--- src/rtl/pcm_slot_pkg.sv ---
package pcm_slot_pkg;

    typedef enum logic {
        FS_LONG  = 1'b0,
        FS_SHORT = 1'b1
    } fs_mode_e;

    localparam int BITS_PER_SLOT = 8;
    localparam int IDX_W         = $clog2(BITS_PER_SLOT);
    localparam int N_DIR         = 2;
    localparam int DIR_TX        = 0;
    localparam int DIR_RX        = 1;

endpackage

--- src/rtl/pcm_slot_framer.sv ---
module pcm_slot_framer
    import pcm_slot_pkg::*;
#(
    parameter int SLOT_W = 6
) (
    input  logic                 clk,
    input  logic                 rst_n,
    input  logic                 bclk_rise,
    input  logic                 bclk_fall,
    input  logic                 fs,
    input  fs_mode_e             mode,
    input  logic [SLOT_W-1:0]    slot_sel,
    output logic                 in_slot,
    output logic [IDX_W-1:0]     bit_idx
);

    localparam int POS_W = SLOT_W + IDX_W;
    localparam logic [POS_W-1:0] POS_MAX = '1;

    typedef struct packed {
        logic             fs_prev;
        logic             armed;
        logic             run;
        logic [POS_W-1:0] pos;
    } fr_state_t;

    fr_state_t state_d, state_q;
    logic start, step;
    logic [SLOT_W-1:0] eff_slot;

    always_comb begin
        state_d = state_q;
        start   = 1'b0;
        step    = 1'b0;
        if (mode == FS_SHORT) begin
            if (bclk_fall) begin
                state_d.fs_prev = fs;
                if (fs && !state_q.fs_prev) begin
                    state_d.armed = 1'b1;
                end
            end
            if (bclk_rise) begin
                if (state_q.armed) begin
                    start         = 1'b1;
                    state_d.armed = 1'b0;
                end else begin
                    step = state_q.run;
                end
            end
        end else begin
            state_d.armed = 1'b0;
            if (bclk_rise) begin
                state_d.fs_prev = fs;
                start = fs && !state_q.fs_prev;
                step  = state_q.run && !start;
            end
        end
        if (start) begin
            state_d.run = 1'b1;
            state_d.pos = '0;
        end else if (step) begin
            if (state_q.pos == POS_MAX) begin
                state_d.run = 1'b0;
            end else begin
                state_d.pos = state_q.pos + 1'b1;
            end
        end
    end

    always_ff @(posedge clk or negedge rst_n) begin
        if (!rst_n) begin
            state_q <= '0;
        end else begin
            state_q <= state_d;
        end
    end

    assign eff_slot = (mode == FS_SHORT) ? slot_sel : '0;
    assign in_slot  = state_q.run && (state_q.pos[POS_W-1:IDX_W] == eff_slot);
    assign bit_idx  = state_q.pos[IDX_W-1:0];


    pos_hold_chk: assert property (@(posedge clk) disable iff (!rst_n)
        !bclk_rise |=> $stable(state_q.pos));

endmodule

--- src/rtl/pcm_slot_tx.sv ---
module pcm_slot_tx
    import pcm_slot_pkg::*;
(
    input  logic                     clk,
    input  logic                     rst_n,
    input  logic                     bclk_rise,
    input  logic                     bclk_fall,
    input  logic                     in_slot,
    input  logic [IDX_W-1:0]         bit_idx,
    input  logic [BITS_PER_SLOT-1:0] tx_byte,
    input  logic                     power_down,
    output logic                     tx_data_out,
    output logic                     dx_oe,
    output logic                     ts_en_n
);

    localparam logic [IDX_W-1:0] LAST_BIT = IDX_W'(BITS_PER_SLOT - 1);

    typedef struct packed {
        logic [BITS_PER_SLOT-1:0] sh;
        logic                     dout;
        logic                     oe;
        logic                     tsn;
    } tx_state_t;

    tx_state_t state_d, state_q;

    always_comb begin
        state_d = state_q;
        if (bclk_rise) begin
            if (in_slot) begin
                state_d.oe  = 1'b1;
                state_d.tsn = 1'b0;
                if (bit_idx == '0) begin
                    state_d.dout = tx_byte[BITS_PER_SLOT-1];
                    state_d.sh   = {tx_byte[BITS_PER_SLOT-2:0], 1'b0};
                end else begin
                    state_d.dout = state_q.sh[BITS_PER_SLOT-1];
                    state_d.sh   = {state_q.sh[BITS_PER_SLOT-2:0], 1'b0};
                end
            end else begin
                state_d.oe   = 1'b0;
                state_d.tsn  = 1'b1;
                state_d.dout = 1'b0;
            end
        end
        if (bclk_fall && in_slot && (bit_idx == LAST_BIT)) begin
            state_d.tsn = 1'b1;
        end
        if (power_down) begin
            state_d.oe  = 1'b0;
            state_d.tsn = 1'b1;
        end
    end

    always_ff @(posedge clk or negedge rst_n) begin
        if (!rst_n) begin
            state_q     <= '0;
            state_q.tsn <= 1'b1;
        end else begin
            state_q <= state_d;
        end
    end

    assign tx_data_out = state_q.dout;
    assign dx_oe       = state_q.oe;
    assign ts_en_n     = state_q.tsn;


    pd_quiet_chk: assert property (@(posedge clk) disable iff (!rst_n)
        power_down |=> (!dx_oe && ts_en_n));


    tsn_inside_oe_chk: assert property (@(posedge clk) disable iff (!rst_n)
        !ts_en_n |-> dx_oe);


    dout_hold_chk: assert property (@(posedge clk) disable iff (!rst_n)
        !bclk_rise |=> $stable(tx_data_out));

endmodule

--- src/rtl/pcm_slot_rx.sv ---
module pcm_slot_rx
    import pcm_slot_pkg::*;
(
    input  logic                     clk,
    input  logic                     rst_n,
    input  logic                     bclk_fall,
    input  logic                     in_slot,
    input  logic [IDX_W-1:0]         bit_idx,
    input  logic                     rx_data_in,
    output logic [BITS_PER_SLOT-1:0] rx_byte,
    output logic                     rx_valid
);

    localparam logic [IDX_W-1:0] LAST_BIT = IDX_W'(BITS_PER_SLOT - 1);

    typedef struct packed {
        logic [BITS_PER_SLOT-1:0] sh;
        logic                     done;
        logic [BITS_PER_SLOT-1:0] held;
        logic                     valid;
    } rx_state_t;

    rx_state_t state_d, state_q;

    always_comb begin
        state_d       = state_q;
        state_d.valid = 1'b0;
        if (bclk_fall) begin
            if (state_q.done) begin
                state_d.held  = state_q.sh;
                state_d.valid = 1'b1;
                state_d.done  = 1'b0;
            end
            if (in_slot) begin
                state_d.sh = {state_q.sh[BITS_PER_SLOT-2:0], rx_data_in};
                if (bit_idx == LAST_BIT) begin
                    state_d.done = 1'b1;
                end
            end
        end
    end

    always_ff @(posedge clk or negedge rst_n) begin
        if (!rst_n) begin
            state_q <= '0;
        end else begin
            state_q <= state_d;
        end
    end

    assign rx_byte  = state_q.held;
    assign rx_valid = state_q.valid;


    valid_pulse_chk: assert property (@(posedge clk) disable iff (!rst_n)
        rx_valid |=> !rx_valid);

endmodule

--- src/rtl/pcm_slot_port.sv ---
module pcm_slot_port
    import pcm_slot_pkg::*;
#(
    parameter int SLOT_W = 6
) (
    input  logic                     clk,
    input  logic                     rst_n,
    input  logic                     bclk,
    input  logic                     fs_tx,
    input  logic                     fs_rx,
    input  logic                     short_frame,
    input  logic [SLOT_W-1:0]        tx_slot,
    input  logic [SLOT_W-1:0]        rx_slot,
    input  logic                     power_down,
    input  logic [BITS_PER_SLOT-1:0] tx_byte,
    input  logic                     rx_data_in,
    output logic                     tx_data_out,
    output logic                     dx_oe,
    output logic                     ts_en_n,
    output logic [BITS_PER_SLOT-1:0] rx_byte,
    output logic                     rx_valid
);

    typedef struct packed {
        logic bclk;
        logic rise_dly;
    } edge_state_t;

    edge_state_t edge_d, edge_q;
    logic        bclk_rise, bclk_fall;
    fs_mode_e    mode;

    logic [N_DIR-1:0]  fs_vec;
    logic [SLOT_W-1:0] slot_vec [N_DIR];
    logic [N_DIR-1:0]  in_slot_vec;
    logic [IDX_W-1:0]  bit_vec  [N_DIR];

    assign bclk_rise = bclk && !edge_q.bclk;
    assign bclk_fall = !bclk && edge_q.bclk;
    assign mode      = fs_mode_e'(short_frame);

    always_comb begin
        edge_d          = edge_q;
        edge_d.bclk     = bclk;
        edge_d.rise_dly = bclk_rise;
    end

    always_ff @(posedge clk or negedge rst_n) begin
        if (!rst_n) begin
            edge_q <= '0;
        end else begin
            edge_q <= edge_d;
        end
    end

    assign fs_vec[DIR_TX]   = fs_tx;
    assign fs_vec[DIR_RX]   = fs_rx;
    assign slot_vec[DIR_TX] = tx_slot;
    assign slot_vec[DIR_RX] = rx_slot;

    for (genvar g = 0; g < N_DIR; g++) begin : g_dir
        pcm_slot_framer #(.SLOT_W(SLOT_W)) u_framer (
            .clk       (clk),
            .rst_n     (rst_n),
            .bclk_rise (bclk_rise),
            .bclk_fall (bclk_fall),
            .fs        (fs_vec[g]),
            .mode      (mode),
            .slot_sel  (slot_vec[g]),
            .in_slot   (in_slot_vec[g]),
            .bit_idx   (bit_vec[g])
        );
    end

    pcm_slot_tx u_tx (
        .clk         (clk),
        .rst_n       (rst_n),
        .bclk_rise   (edge_q.rise_dly),
        .bclk_fall   (bclk_fall),
        .in_slot     (in_slot_vec[DIR_TX]),
        .bit_idx     (bit_vec[DIR_TX]),
        .tx_byte     (tx_byte),
        .power_down  (power_down),
        .tx_data_out (tx_data_out),
        .dx_oe       (dx_oe),
        .ts_en_n     (ts_en_n)
    );

    pcm_slot_rx u_rx (
        .clk        (clk),
        .rst_n      (rst_n),
        .bclk_fall  (bclk_fall),
        .in_slot    (in_slot_vec[DIR_RX]),
        .bit_idx    (bit_vec[DIR_RX]),
        .rx_data_in (rx_data_in),
        .rx_byte    (rx_byte),
        .rx_valid   (rx_valid)
    );

endmodule

--- config.mk ---
export PLATFORM = sky130hd
export DESIGN_NAME = pcm_slot_port
export DESIGN_NICKNAME = d
export VERILOG_FILES = /design/src/rtl/pcm_slot_pkg.sv /design/src/rtl/pcm_slot_framer.sv /design/src/rtl/pcm_slot_tx.sv /design/src/rtl/pcm_slot_rx.sv /design/src/rtl/pcm_slot_port.sv
export SDC_FILE = /design/constraint.sdc
export NUM_CORES = 1
export LEC_CHECK = 0
export ABC_AREA = 1
export BUFFER_PORTS_ARGS = -buffer_cell sky130_fd_sc_hd__buf_2
export CORE_UTILIZATION = 55
export CTS_CLUSTER_DIAMETER = 30
export DETAILED_ROUTE_END_ITERATION = 16
export PLACE_DENSITY = 0.89
export SYNTH_ARGS = -nofsm -noshare
export SYNTH_HDL_FRONTEND = slang
export SYNTH_SLANG_ARGS = --single-unit
--- constraint.sdc ---
create_clock -name clk -period 3.6 [get_ports clk]
set_input_delay 0.18 -clock clk [delete_from_list [all_inputs] [get_ports clk]]
set_output_delay 0.18 -clock clk [all_outputs]
set_load 0.05 [all_outputs]
# [After elaboration in Yosys (flattened, before gate mapping)]
# Index checks and enable logic that the tools add are counted.
[op_classes] multipliers=0 n_addsub=2 n_reduce_logical=32 n_mux=47 bitwise=0 order_cmp=0 eq_ne=9 shift=0 n_div=0
[ops] operator="2-to-1 mux 10 bit" count=4
[ops] operator="2-to-1 mux 1 bit" count=31
[ops] operator="2-to-1 mux 9 bit" count=3
[ops] operator="adder 9 x 1 -> 9 bit, second input constant" count=2
[ops] operator="equality test 9 bit, second input constant" count=2
[ops] operator="AND reduction 2 bit" count=8
[ops] operator="equality test 6 bit" count=2
[ops] operator="2-to-1 mux 2 bit" count=6
[ops] operator="2-to-1 mux 6 bit" count=2
[ops] operator="nonzero test 2 bit" count=6
[ops] operator="logical AND 1 bit" count=10
[ops] operator="equality test 3 bit, second input constant" count=2
[ops] operator="zero test 1 bit" count=6
[ops] operator="!= test 2 x 1 -> 1 bit, second input constant" count=3
[ops] operator="zero test 3 bit" count=1
[ops] operator="2-to-1 mux 3 bit" count=1
[ops] operator="nonzero test 3 bit" count=1
[totals] ramBits=0 inputBits=28 wordCells=108 regBits=55 out_inout_bits=12 memories=0 latchBits=0 romBits=0

# [Depth between registers and ports, before layout]
# Gate-level depths: netlist of run 1.
[depth] depth_word=8 depth_mapped=12 depth_no_buf=11

# [By module]
# Synthesis of run 1 repeated with hierarchy kept, for this count alone.
[hier_totals] hier_cells=378 area_unflattened_um2=2996.6
[by_module_without_submodules] module="pcm_slot_framer" seq_area_each_um2=300.3 area_per_inst_um2=795.8 instances=2 cells_per_inst=110
[by_module_without_submodules] module="pcm_slot_rx" seq_area_each_um2=450.4 area_per_inst_um2=792.0 instances=1 cells_per_inst=76
[by_module_without_submodules] module="pcm_slot_tx" seq_area_each_um2=251.5 area_per_inst_um2=548.0 instances=1 cells_per_inst=76
[by_module_without_submodules] module="pcm_slot_port" seq_area_each_um2=50.0 area_per_inst_um2=65.1 instances=1 cells_per_inst=6

# [Worst setup path before layout of run 1]
# Ideal clock, no wire load.
[synth_path] path_type="reg2reg" from="register g_dir[1].u_framer.state_q (netlist bit g_dir[1].u_framer.bit_idx[0])" to="register g_dir[1].u_framer.state_q[6] (netlist name)" slack_ns=1.793 n_path_buf=0 t_arrival_ns=1.682 path_stages_with_launch=9 period_less_slack_ns=1.807 setup_ns=0.124 required_time_ns=3.476 path_cell_list="dfrtp_1 > ha_1 > nand2_1 > nor4_1 > ha_1 > nor3_1 > nand2_1 > o21ai_0 > a21oi_1"
[synth_via] elab_chain_len=4 word_cells_on_any_way=7 classes_between="add/sub (1); eq/ne (2); mux (3); reduce/logical (1)"
[synth_lines] item="start, declared" line="pcm_slot_framer.sv:27" source="fr_state_t state_d, state_q;"
[synth_lines] item="start signal, assigned" line="pcm_slot_framer.sv:74" source="state_q <= state_d;"
[synth_lines] item="adder 9 x 1 -> 9 bit" line="pcm_slot_framer.sv:65" source="state_d.pos = state_q.pos + 1'b1;"
[synth_lines] item="2-to-1 mux 9 bit" line="pcm_slot_framer.sv:62" source="if (state_q.pos == POS_MAX) begin"
[synth_lines] item="2-to-1 mux 10 bit" line="pcm_slot_framer.sv:61" source="end else if (step) begin"
[synth_lines] item="2-to-1 mux 10 bit" line="pcm_slot_framer.sv:58" source="if (start) begin"
# Parallel ways exist; a longest one is shown, timed or not. The select of a mux whose other input is x is not followed.
# A chain may end at the register's enable or synchronous reset.

# [Worst setup path after layout of run 1]
[layout_path] from="register g_dir[1].u_framer.state_q (netlist bit g_dir[1].u_framer.bit_idx[0])" to="register g_dir[1].u_framer.state_q[4] (netlist name)"
# Same word-level chain as after synthesis.

==> metrics.txt, run 1 <==
Via Count=2563; vias in the first global route=2259; Root Buffer=clkbuf_8; Port Buffers=39; Leak=1.73 nW; Crit Path Category=flip-flop to flip-flop; share of layout cells above drive strength 1=13.8%; Post-Route Skew=0.00604 ns; WP data arrival=around 2.4 ns; RSZ-0062 raised after global routing=no; max frequency=462 MHz; register area=1350 um^2; Cell Chain, Critical Path=ha_1, nand2_1, nor4_1, ha_1, nor3_1, nand2_1, o21ai_0, a21oi_1; Max-cap violations=0; Setup WS post-layout=around 1.4 ns; GRT Total Usage=between 20% and 30%; Routed Antenna Nets=0; CTS max path bufs=2; Least-Margin Pin Slew=approximately 0.8 ns; crit path from=g_dir[1].u_framer.bit_idx[0]$_DFFE_PN0P_; type of origin of the critical path=flip-flop; die height=74.7 um; initial DRC count=roughly 200; H-Tree Level Count=2; worst-path maximum fanout=7; Core Area=5110 um^2; pre-CTS setup slack=between 1 and 1.5 ns; Mapped Area=around 2900 um^2; Yosys top cell area share=45.6%; fill cell count=476; Hold Crit Class=primary input to flip-flop; max_slew headroom=46.8%; row count=26; diodes inserted=0; IO Count=40; Final Setup Violations=0; Synth cell types=26; crit share post-route=60.1%; register bit total from synthesis=54; Reg-to-Reg Start=g_dir[1].u_framer.bit_idx[0]$_DFFE_PN0P_; CTS tree=built; largest cells by area after synthesis=dfrtp_1, nand2_1, nand3_1, inv_1, nand4_1; Reg2Reg Capture Point=g_dir[1].u_framer.state_q[4]$_DFFE_PN0P_; DIE WIDTH=74.7 um; area leader, netlist=dfrtp_1; status=completed; Avg Inst Size Synth=7.66 um^2; Clock Sinks=54; Critical path destination=g_dir[1].u_framer.state_q[4]$_DFFE_PN0P_; Power Density=around 530 nW/um^2; gr ovfl total=0; CP max-delay cell=nor3_1; Clk Latency, worst-skew pair=just over 0.3 ns; Nets=around 450; Syn Nets=415; initial antenna violation count=0; first-pass GRT wire length=9780 um; r2r worst-path depth=8; Post-Route WL=just under 6000 um; slowest stage delay, CP=0.59 ns; Crit. End Element=flip-flop; crit path time final=between 2 and 2.5 ns; vias per std cell=5.31; GPL Wtd Cong=0.859; dpl hpwl=4230 um; post-synthesis sequential area ratio=46.5%; post-DR wirelength/cell=11.9 um; Required @ worst endpoint=3.80 ns; area delta synth->final=9.29%; fin. max-slew vios=0; starting density of the core=57.0%; most common cell after layout, fill and taps aside=nand2_1; TritonRoute pass-1 iters=4; Final Hold Viols=0; DR DRC count=0; Peak VDD IR=between 0.2 and 0.3 mV; Mapped Cells=380; Reg2Reg Setup Slack=1.44 ns; Worst-path clk slew=around 0.10 ns; Syn. warnings=0; Post-CTS Setup Bufs=0; area of the multi-input gates=1300 um^2; setup TNS=0 ns; CTS buffer count=5; Die ar.=5580 um^2; largest net degree at the start of global routing=36; most frequent cells in the layout=nand2_1, dfrtp_1, nand3_1, buf_2, inv_1
[registers in the layout, indices dropped and copies added, names as in the netlist]
signal,count
edge_q,2
u_tx.tx_data_out,1
u_tx.state_q,7
u_rx.rx_byte,8
u_tx.dx_oe,1
u_rx.state_q,9
g_dir.u_framer.bit_idx,6
u_rx.rx_valid,1
u_tx.ts_en_n,1
g_dir.u_framer.state_q,18
[where the power goes]
group	switching [mW]	internal [mW]
registers	0.108	0.731
clock network	0.210	0.137
logic	0.336	0.168
[cell usage after synthesis, drive strengths merged]
cell type	count
nand2	143
dfrtp	53
nand3	46
inv	32
nor2	20
o21ai	20
nand4	17
buf	16
a21oi	10
ha	7
clkinv	4
xor2	4
nor3	3
a21boi	1
a31oi	1
dfstp	1
nand3b	1
nor4	1
[what timing repair did]
action                    4_1_cts  5_1_grt
hold endpoints to repair       34        0
resized for setup               0        0
hold buffers                    1        0
[metrics by stage]
step | total power, mW | hold slack [ns] | cell area (um^2) | std cells | utilization [%]
4_1_cts | 1.70 | 0.00312 | 3180 | 483 | 62.2
3_3_place_gp | 1.32 | 0.304 | 3080 | 474 | 60.3
5_1_grt | 1.81 | 0.00528 | 3180 | 483 | 62.2
6_report | 1.69 | 0.0136 | 3180 | 483 | 62.2
3_5_place_dp | 1.35 | 0.312 | 3080 | 474 | 60.3
2_1_floorplan | 1.23 | -0.116 | 2910 | 380 | -
[worst min-delay path by stage]
stage	from	slack, ns	cells past startpoint	to
after floorplan	rst_n	-0.12	0	edge_q[0]$_DFF_PN0_
after global placement	rst_n	0.30	1	g_dir[0].u_framer.state_q[5]$_DFFE_PN0P_
after detailed placement	rst_n	0.31	1	g_dir[0].u_framer.bit_idx[0]$_DFFE_PN0P_
after CTS	bclk	0.003	1	edge_q[1]$_DFF_PN0_
after global routing	bclk	0.005	1	edge_q[1]$_DFF_PN0_
final	bclk	0.01	1	edge_q[1]$_DFF_PN0_
[routing by layer]
layer  vias up  share of wire (%)  track usage [%]
li1       1289                  -                -
met1      1184                 47             30.4
met2        76                 47             36.4
met3        14                4.7             5.09
met4         0                2.0             9.01
met5         -                  0                0
[critical path, delay by kind of cell (launching register included)]
kind                     cells  cell delay [ns]
adder cells (fa/ha/maj)      2             0.43
flip-flops                   1             0.43
AO/OA/AOI/OAI                2             0.26
AND/OR/NAND/NOR              4             0.93
[layout make-up]
cell class	instances	share of cell area [%]
clock buffer	5	2.16
tap	70	2.75
clock inverter	3	0.669
sequential	54	42.5
multi-input combinational	274	40.9
timing repair buffer	41	6.69
inverter	36	4.25
[kinds of logic (layout without fill, tap and decap cells)]
| logic type | count (synthesis) | in the layout | synth area share, % |
|---|---|---|---|
| compound gates | 32 | 32 | 5.63 |
| flops | 54 | 54 | 46.5 |
| buf+inv | 52 | 85 | 8.77 |
| simple gates | 231 | 231 | 34.9 |
| xor+xnor | 4 | 4 | 1.20 |
| fa+ha+maj | 7 | 7 | 3.01 |
No activity file was read; power rests on OpenSTA's default activity.
==> run 2: changes to the inputs <==
Settings changed: CORE_UTILIZATION 55 to 52, PLACE_DENSITY 0.89 to 0.88.
Clock period 3.6 ns to 1.8 ns, I/O delays scaled along.
==> run 2 against run 1 <==
Flip-flop and latch count unchanged. Setup slack got worse by 1.4 ns. Critical path depth grew 1. Clock skew is 0.0046 ns higher. Global-route usage is 0.18 points lower. Sequential share of layout area fell by 3.1 points. Routed wire length increased by 10%. Worst hold slack better by 0.0065 ns. Clock power grew 140%. Die area increased by 5.6%. First-iteration DRC count rose by 31%. Combinational power rose by 150%.
==> metrics.txt, run 2 (same netlist as run 1, synthesis figures left out) <==
crit path time final=1.73 ns (-0.436 ns); post-DR wirelength/cell=12.6 um (+5.9%); most common cell after layout, fill and taps aside=nand2_1; max_slew headroom=70.5% (+24 points); Root Buffer=clkbuf_8; IO Count=40 (unchanged); total chip power=3.77 mW (+120%); gr ovfl total=0 (unchanged); fin. max-slew vios=0 (unchanged); Setup WS post-layout=0.0717 ns (-1.36 ns); dpl hpwl=4380 um (+3.5%); diodes inserted=0 (unchanged); WP data arrival=1.93 ns (-0.43 ns); Clock Sinks=54 (unchanged); Nets=467 (+4.5%); CTS tree=built; row count=26 (unchanged); Crit Path Category=flip-flop to flip-flop; worst-path maximum fanout=5 (-2); Final Setup Violations=0 (unchanged); Via Count=2670 (+4.2%); Post-Route WL=6360 um (+10%); DR DRC count=0 (unchanged); initial DRC count=265 (+31%); Port Buffers=39 (unchanged); die height=76.8 um (+2.8%); Post-Route Skew=0.0106 ns (+0.00456 ns); initial antenna violation count=0 (unchanged); type of origin of the critical path=flip-flop; Least-Margin Pin Slew=0.442 ns (-0.356 ns); Leak=1.86 nW (+7.6%); area delta synth->final=17.9%; fill cell count=451 (-5.3%); Die ar.=5900 um^2 (+5.6%); Most Used Layer, Global Route=met2; GPL Wtd Cong=0.845 (-1.7%); max frequency=579 MHz (+25%); Power Density=1100 nW/um^2 (+110%); most frequent cells in the layout=nand2_1, dfrtp_1, nand3_1, buf_2, inv_1; met2 Track Usage GR=36.9% (+0.44 points); Biggest register=g_dir.u_framer.state_q; share of layout cells above drive strength 1=20.3% (+6.5 points); DIE WIDTH=76.8 um (+2.8%); routing usage on met3=4.40% (-0.68 points); vias per std cell=5.31 (about the same); starting density of the core=55.5% (-1.4 points); Core Area=5240 um^2 (+2.5%); Routed Antenna Nets=0 (unchanged); Clk Latency, worst-skew pair=0.31 ns (about the same); CTS buffer count=5 (unchanged); GRT Total Usage=22.6% (-0.18 points); largest net degree at the start of global routing=23 (-36%); met1 Track Usage GR=30.2% (-0.15 points); Worst-path clk slew=0.10 ns (about the same); number of flip-flops in the largest register=18 (unchanged); Max-cap violations=0 (unchanged); Required @ worst endpoint=2.00 ns (-1.80 ns); TritonRoute pass-1 iters=4 (unchanged); first-pass GRT wire length=10800 um (+10%); CTS max path bufs=2 (unchanged); Hold Crit Class=primary input to flip-flop; Crit. End Element=flip-flop; status=completed; pre-CTS setup slack=-0.0540 ns (-1.55 ns); WHS=0.0201 ns (+0.00655 ns); Final Hold Viols=0 (unchanged); H-Tree Level Count=2 (unchanged); crit share post-route=96.0% (+36 points); vias in the first global route=2495 (+10%); Peak VDD IR=0.618 mV (+120%)
==> run 2: cell types whose count changed in the layout (fill, tap and decap cells not counted), sizes merged <==
cell	change
clkinv	-2
dlygate4sd3	+1
bufinv	+1
nand2	+1
clkinvlp	+1
buf	+18
==> run 2: final cells by class <==
class | instances | area [um^2] | area share (%)
Clock buffer | 5 | 68.8 | 2.01
Clock inverter | 3 | 45.0 | 1.31
Inverter | 36 | 135 | 3.94
Multi-Input combinational cell | 275 | 1380 | 40.3
Sequential cell | 54 | 1350 | 39.4
Tap cell | 70 | 87.6 | 2.55
Timing Repair Buffer | 60 | 358 | 10.4
==> run 2: through the flow <==
stage	area, um^2	util, %	setup TNS, ns	instances
2_1_floorplan	2910	-	0	380
3_3_place_gp	3170	60.5	0	485
3_5_place_dp	3170	60.5	-0.436	485
4_1_cts	3330	63.6	0	497
5_1_grt	3430	65.5	-0.574	503
6_report	3430	65.5	0	503
==> run 2: final timing paths <==
check,cells past startpoint,to,slack [ns],start
max,9,g_dir[1].u_framer.state_q[5]$_DFFE_PN0P_,0.07,g_dir[1].u_framer.bit_idx[1]$_DFFE_PN0P_
min,3,g_dir[0].u_framer.state_q[11]$_DFFE_PN0P_,0.02,fs_tx
max reg2reg,9,g_dir[1].u_framer.state_q[5]$_DFFE_PN0P_,0.07,g_dir[1].u_framer.bit_idx[1]$_DFFE_PN0P_
min reg2reg,2,u_rx.rx_byte[7]$_DFFE_PN0P_,0.49,u_rx.state_q[17]$_DFFE_PN0P_
max in group asynchronous,3,g_dir[0].u_framer.state_q[11]$_DFFE_PN0P_,0.92,rst_n
min in group asynchronous,2,g_dir[0].u_framer.bit_idx[1]$_DFFE_PN0P_,0.24,rst_n
==> run 2: critical path: stages (launching register included) <==
cell     delay [ns]
dfrtp_1        0.37
ha_2           0.22
nand2_4        0.07
nor4_4         0.22
ha_2           0.24
buf_4          0.12
nor3_4         0.04
buf_4          0.16
nand4_1        0.10
o21ai_1        0.08
==> run 2: power breakdown <==
| group | switching, mW | internal [mW] | leakage (nW) |
|---|---|---|---|
| logic | 0.753 | 0.508 | 1.09 |
| clock network | 0.420 | 0.414 | 0.0504 |
| registers | 0.212 | 1.46 | 0.718 |
==> run 2: routing by layer <==
metal	wire length (um)	vias up
li1	-	1329
met1	2850	1246
met2	3100	85
met3	322	10
met4	82	0
met5	0	-
==> run 2: timing repair <==
item | CTS | global route
setup endpoints to repair | 16 | 19
gates cloned | 0 | 1
buffers inserted | 2 | 5
resized for setup | 3 | 18
pin swaps | 2 | 5
endpoints found under the hold margin | 19 | 0
hold buffers | 2 | 0
==> run 3: changes to the inputs <==
Settings changed: GPL_TIMING_DRIVEN from default to 0.
==> run 3 against run 2 <==
The flow now finishes with violations (negative setup slack). Sequential power is essentially flat. Sequential share of layout area decreased by 0.60 points. Register-to-register slack got worse by 0.11 ns. Maximum frequency shrank 5.8%. Non-clock buffer count up 6. Setup slack got worse by 0.11 ns. Flip-flop and latch count did not move. First-iteration DRC count grew 18%. Clock-buffer cell count increased by 2. Cell count increased by 0.99%. Cell area is 1.6% higher. Clock skew is 0.0020 ns lower. Critical endpoint is now g_dir[0].u_framer.state_q[6]$_DFFE_PN0P_. Largest cell class unchanged.
==> metrics.txt, run 3 (same netlist as run 1, synthesis figures left out) <==
GRT Total Usage=23.2% (+0.56 points); crit path time final=1.83 ns (+0.107 ns); RSZ-0062 raised after global routing=yes; type of origin of the critical path=flip-flop; max_slew headroom=21.4% (-49 points); DR DRC count=0 (unchanged); Final Setup Violations=3 (+3); dpl cells=489 (+0.82%); total chip power=3.73 mW (-0.94%); fin cells=508 (+0.99%); register area=1350 um^2 (about the same); Routed Antenna Nets=0 (unchanged); Crit Path Category=flip-flop to flip-flop; starting density of the core=55.5% (unchanged); row count=26 (unchanged); sw frac=37.2% (+0.47 points); most frequent cells in the layout=nand2_1, dfrtp_1, nand3_1, buf_2, inv_1; Post-Route WL=6890 um (+8.4%); Core Util, Final=66.6% (+1.1 points); Post-Route Skew=0.00859 ns (-0.00200 ns); Worst-path clk slew=0.09 ns (about the same); Seq pwr share=45.1% (+0.7 points); design area=3490 um^2 (+1.6%); initial DRC count=312 (+18%); most common cell after layout, fill and taps aside=nand2_1; H-Tree Level Count=2 (unchanged); fin. max-slew vios=0 (unchanged); number of flip-flops in the largest register=18 (unchanged); TritonRoute pass-1 iters=5 (+1); WP data arrival=2.02 ns (+0.09 ns); setup TNS=-0.0477 ns (-0.0477 ns); Gate power share=33.3% (-0.2 points); Clock power frac=21.6% (-0.5 points); Biggest register=g_dir.u_framer.state_q; fill cell count=415 (-8.0%); diodes inserted=0 (unchanged); Crit. End Element=flip-flop; CTS tree=built; GPL Wtd Cong=0.844 (-0.11%); DIE WIDTH=76.8 um (unchanged); share of layout cells above drive strength 1=22.8% (+2.5 points); largest net degree at the start of global routing=55 (+140%); post-DR wirelength/cell=13.6 um (+7.3%); Final Hold Viols=0 (unchanged); Nets=472 (+1.1%); Hold Crit Class=primary input to async pin; internal power=2.34 mW (-1.7%); Peak VDD IR=0.586 mV (-5.2%); Max-cap violations=0 (unchanged); Die ar.=5900 um^2 (unchanged); gr ovfl total=0 (unchanged); Clk Latency, worst-skew pair=0.31 ns (about the same); area of placed instances=3200 um^2 (+0.95%); Required @ worst endpoint=1.98 ns (-0.02 ns); vias in the first global route=2588 (+3.7%); vias per std cell=5.41 (+1.9%); area delta synth->final=19.9%; Sw Pwr=1.39 mW (+0.34%); die height=76.8 um (unchanged); Least-Margin Pin Slew=1.18 ns (+0.736 ns); area of the multi-input gates=1400 um^2 (+0.81%); Core Area=5240 um^2 (unchanged); crit share post-route=102% (+5.9 points); violated checks=negative setup slack; Port Buffers=39 (unchanged); Root Buffer=clkbuf_8; Clock Sinks=54 (unchanged); worst-path maximum fanout=4 (-1); Setup WS post-layout=-0.0349 ns (-0.107 ns); first-pass GRT wire length=11100 um (+3.1%); max frequency=545 MHz (-5.8%); CTS buffer count=5 (unchanged); CTS max path bufs=2 (unchanged); status=finished, violations left; Leak=1.89 nW (+1.4%); IO Count=40 (unchanged); initial antenna violation count=0 (unchanged); Via Count=2748 (+2.9%); Power Density=1070 nW/um^2 (-2.5%); dpl hpwl=4330 um (-1.2%)
## run 3: changes by cell type in the layout (fill, tap and decap cells not counted), sizes merged
cell / change
buf: +7
clkbuf: +2
dlygate4sd3: -1
nand2: -1
clkinvlp: -2
## run 3: worst paths after layout
path	start	end	slack (ns)	cells past startpoint
worst max-delay path	g_dir[0].u_framer.bit_idx[1]$_DFFE_PN0P_	g_dir[0].u_framer.state_q[6]$_DFFE_PN0P_	-0.03	12
max in group asynchronous	rst_n	g_dir[0].u_framer.state_q[3]$_DFFE_PN0P_	1.00	1
worst min register to register	u_rx.state_q[17]$_DFFE_PN0P_	u_rx.rx_byte[7]$_DFFE_PN0P_	0.48	2
worst max register to register	g_dir[0].u_framer.bit_idx[1]$_DFFE_PN0P_	g_dir[0].u_framer.state_q[6]$_DFFE_PN0P_	-0.03	12
min in group clk	power_down	u_tx.ts_en_n$_DFFE_PN1P_	0.01	3
worst min-delay path	rst_n	g_dir[0].u_framer.state_q[5]$_DFFE_PN0P_	0.01	1
## run 3: final cells by class
class / count / area share, %
clock inverter: 1 / 0.861
clock buffer: 7 / 2.19
multi-input combinational: 274 / 40.0
tap: 70 / 2.51
timing repair buffer: 50 / 8.18
buffer: 16 / 3.55
sequential: 54 / 38.8
inverter: 36 / 3.88
## run 3: per-layer routing
layer	vias up	wire (um)	global-route usage, %
met5	-	0	0
met4	0	266	7.12
met3	28	438	4.29
met2	122	3330	40.4
met1	1261	2860	29.1
li1	1337	-	-
## run 3: what timing repair did
action	4_1_cts	5_1_grt
gates resized for setup	6	28
gates cloned	0	1
hold buffers	1	0
hold endpoints to repair	1	0
endpoints found under the setup margin	14	18
pin swaps	2	7
buffers inserted	3	6
## run 3: metrics by stage
step / hold slack, ns / setup slack (ns)
after floorplan: -0.206 / 0.133
after global placement: 0.235 / -0.0840
after detailed placement: 0.241 / -0.103
after CTS: 0.00993 / -0.0190
after global routing: 0.0137 / -0.110
final: 0.00998 / -0.0349
## run 3: power groups by stage
stage / Combinational [mW] / Clock (mW) / Sequential (mW)
2_1_floorplan: 0.799 / 0 / 1.66
6_report: 1.24 / 0.808 / 1.68
3_5_place_dp: 1.06 / 0 / 1.70
5_1_grt: 1.39 / 0.864 / 1.71
3_3_place_gp: 1.01 / 0 / 1.68
4_1_cts: 1.11 / 0.812 / 1.67
## run 3: critical path, stage by stage (launching register included)
cell and delay [ns]:
dfrtp_1 0.39, ha_2 0.21, nand2_2 0.06, nor2_2 0.12, nand2_1 0.11, nor2_2 0.12
ha_2 0.18, inv_2 0.05, nand3_4 0.09, nand2_4 0.08, buf_6 0.13, nand2_1 0.08
a21oi_1 0.08
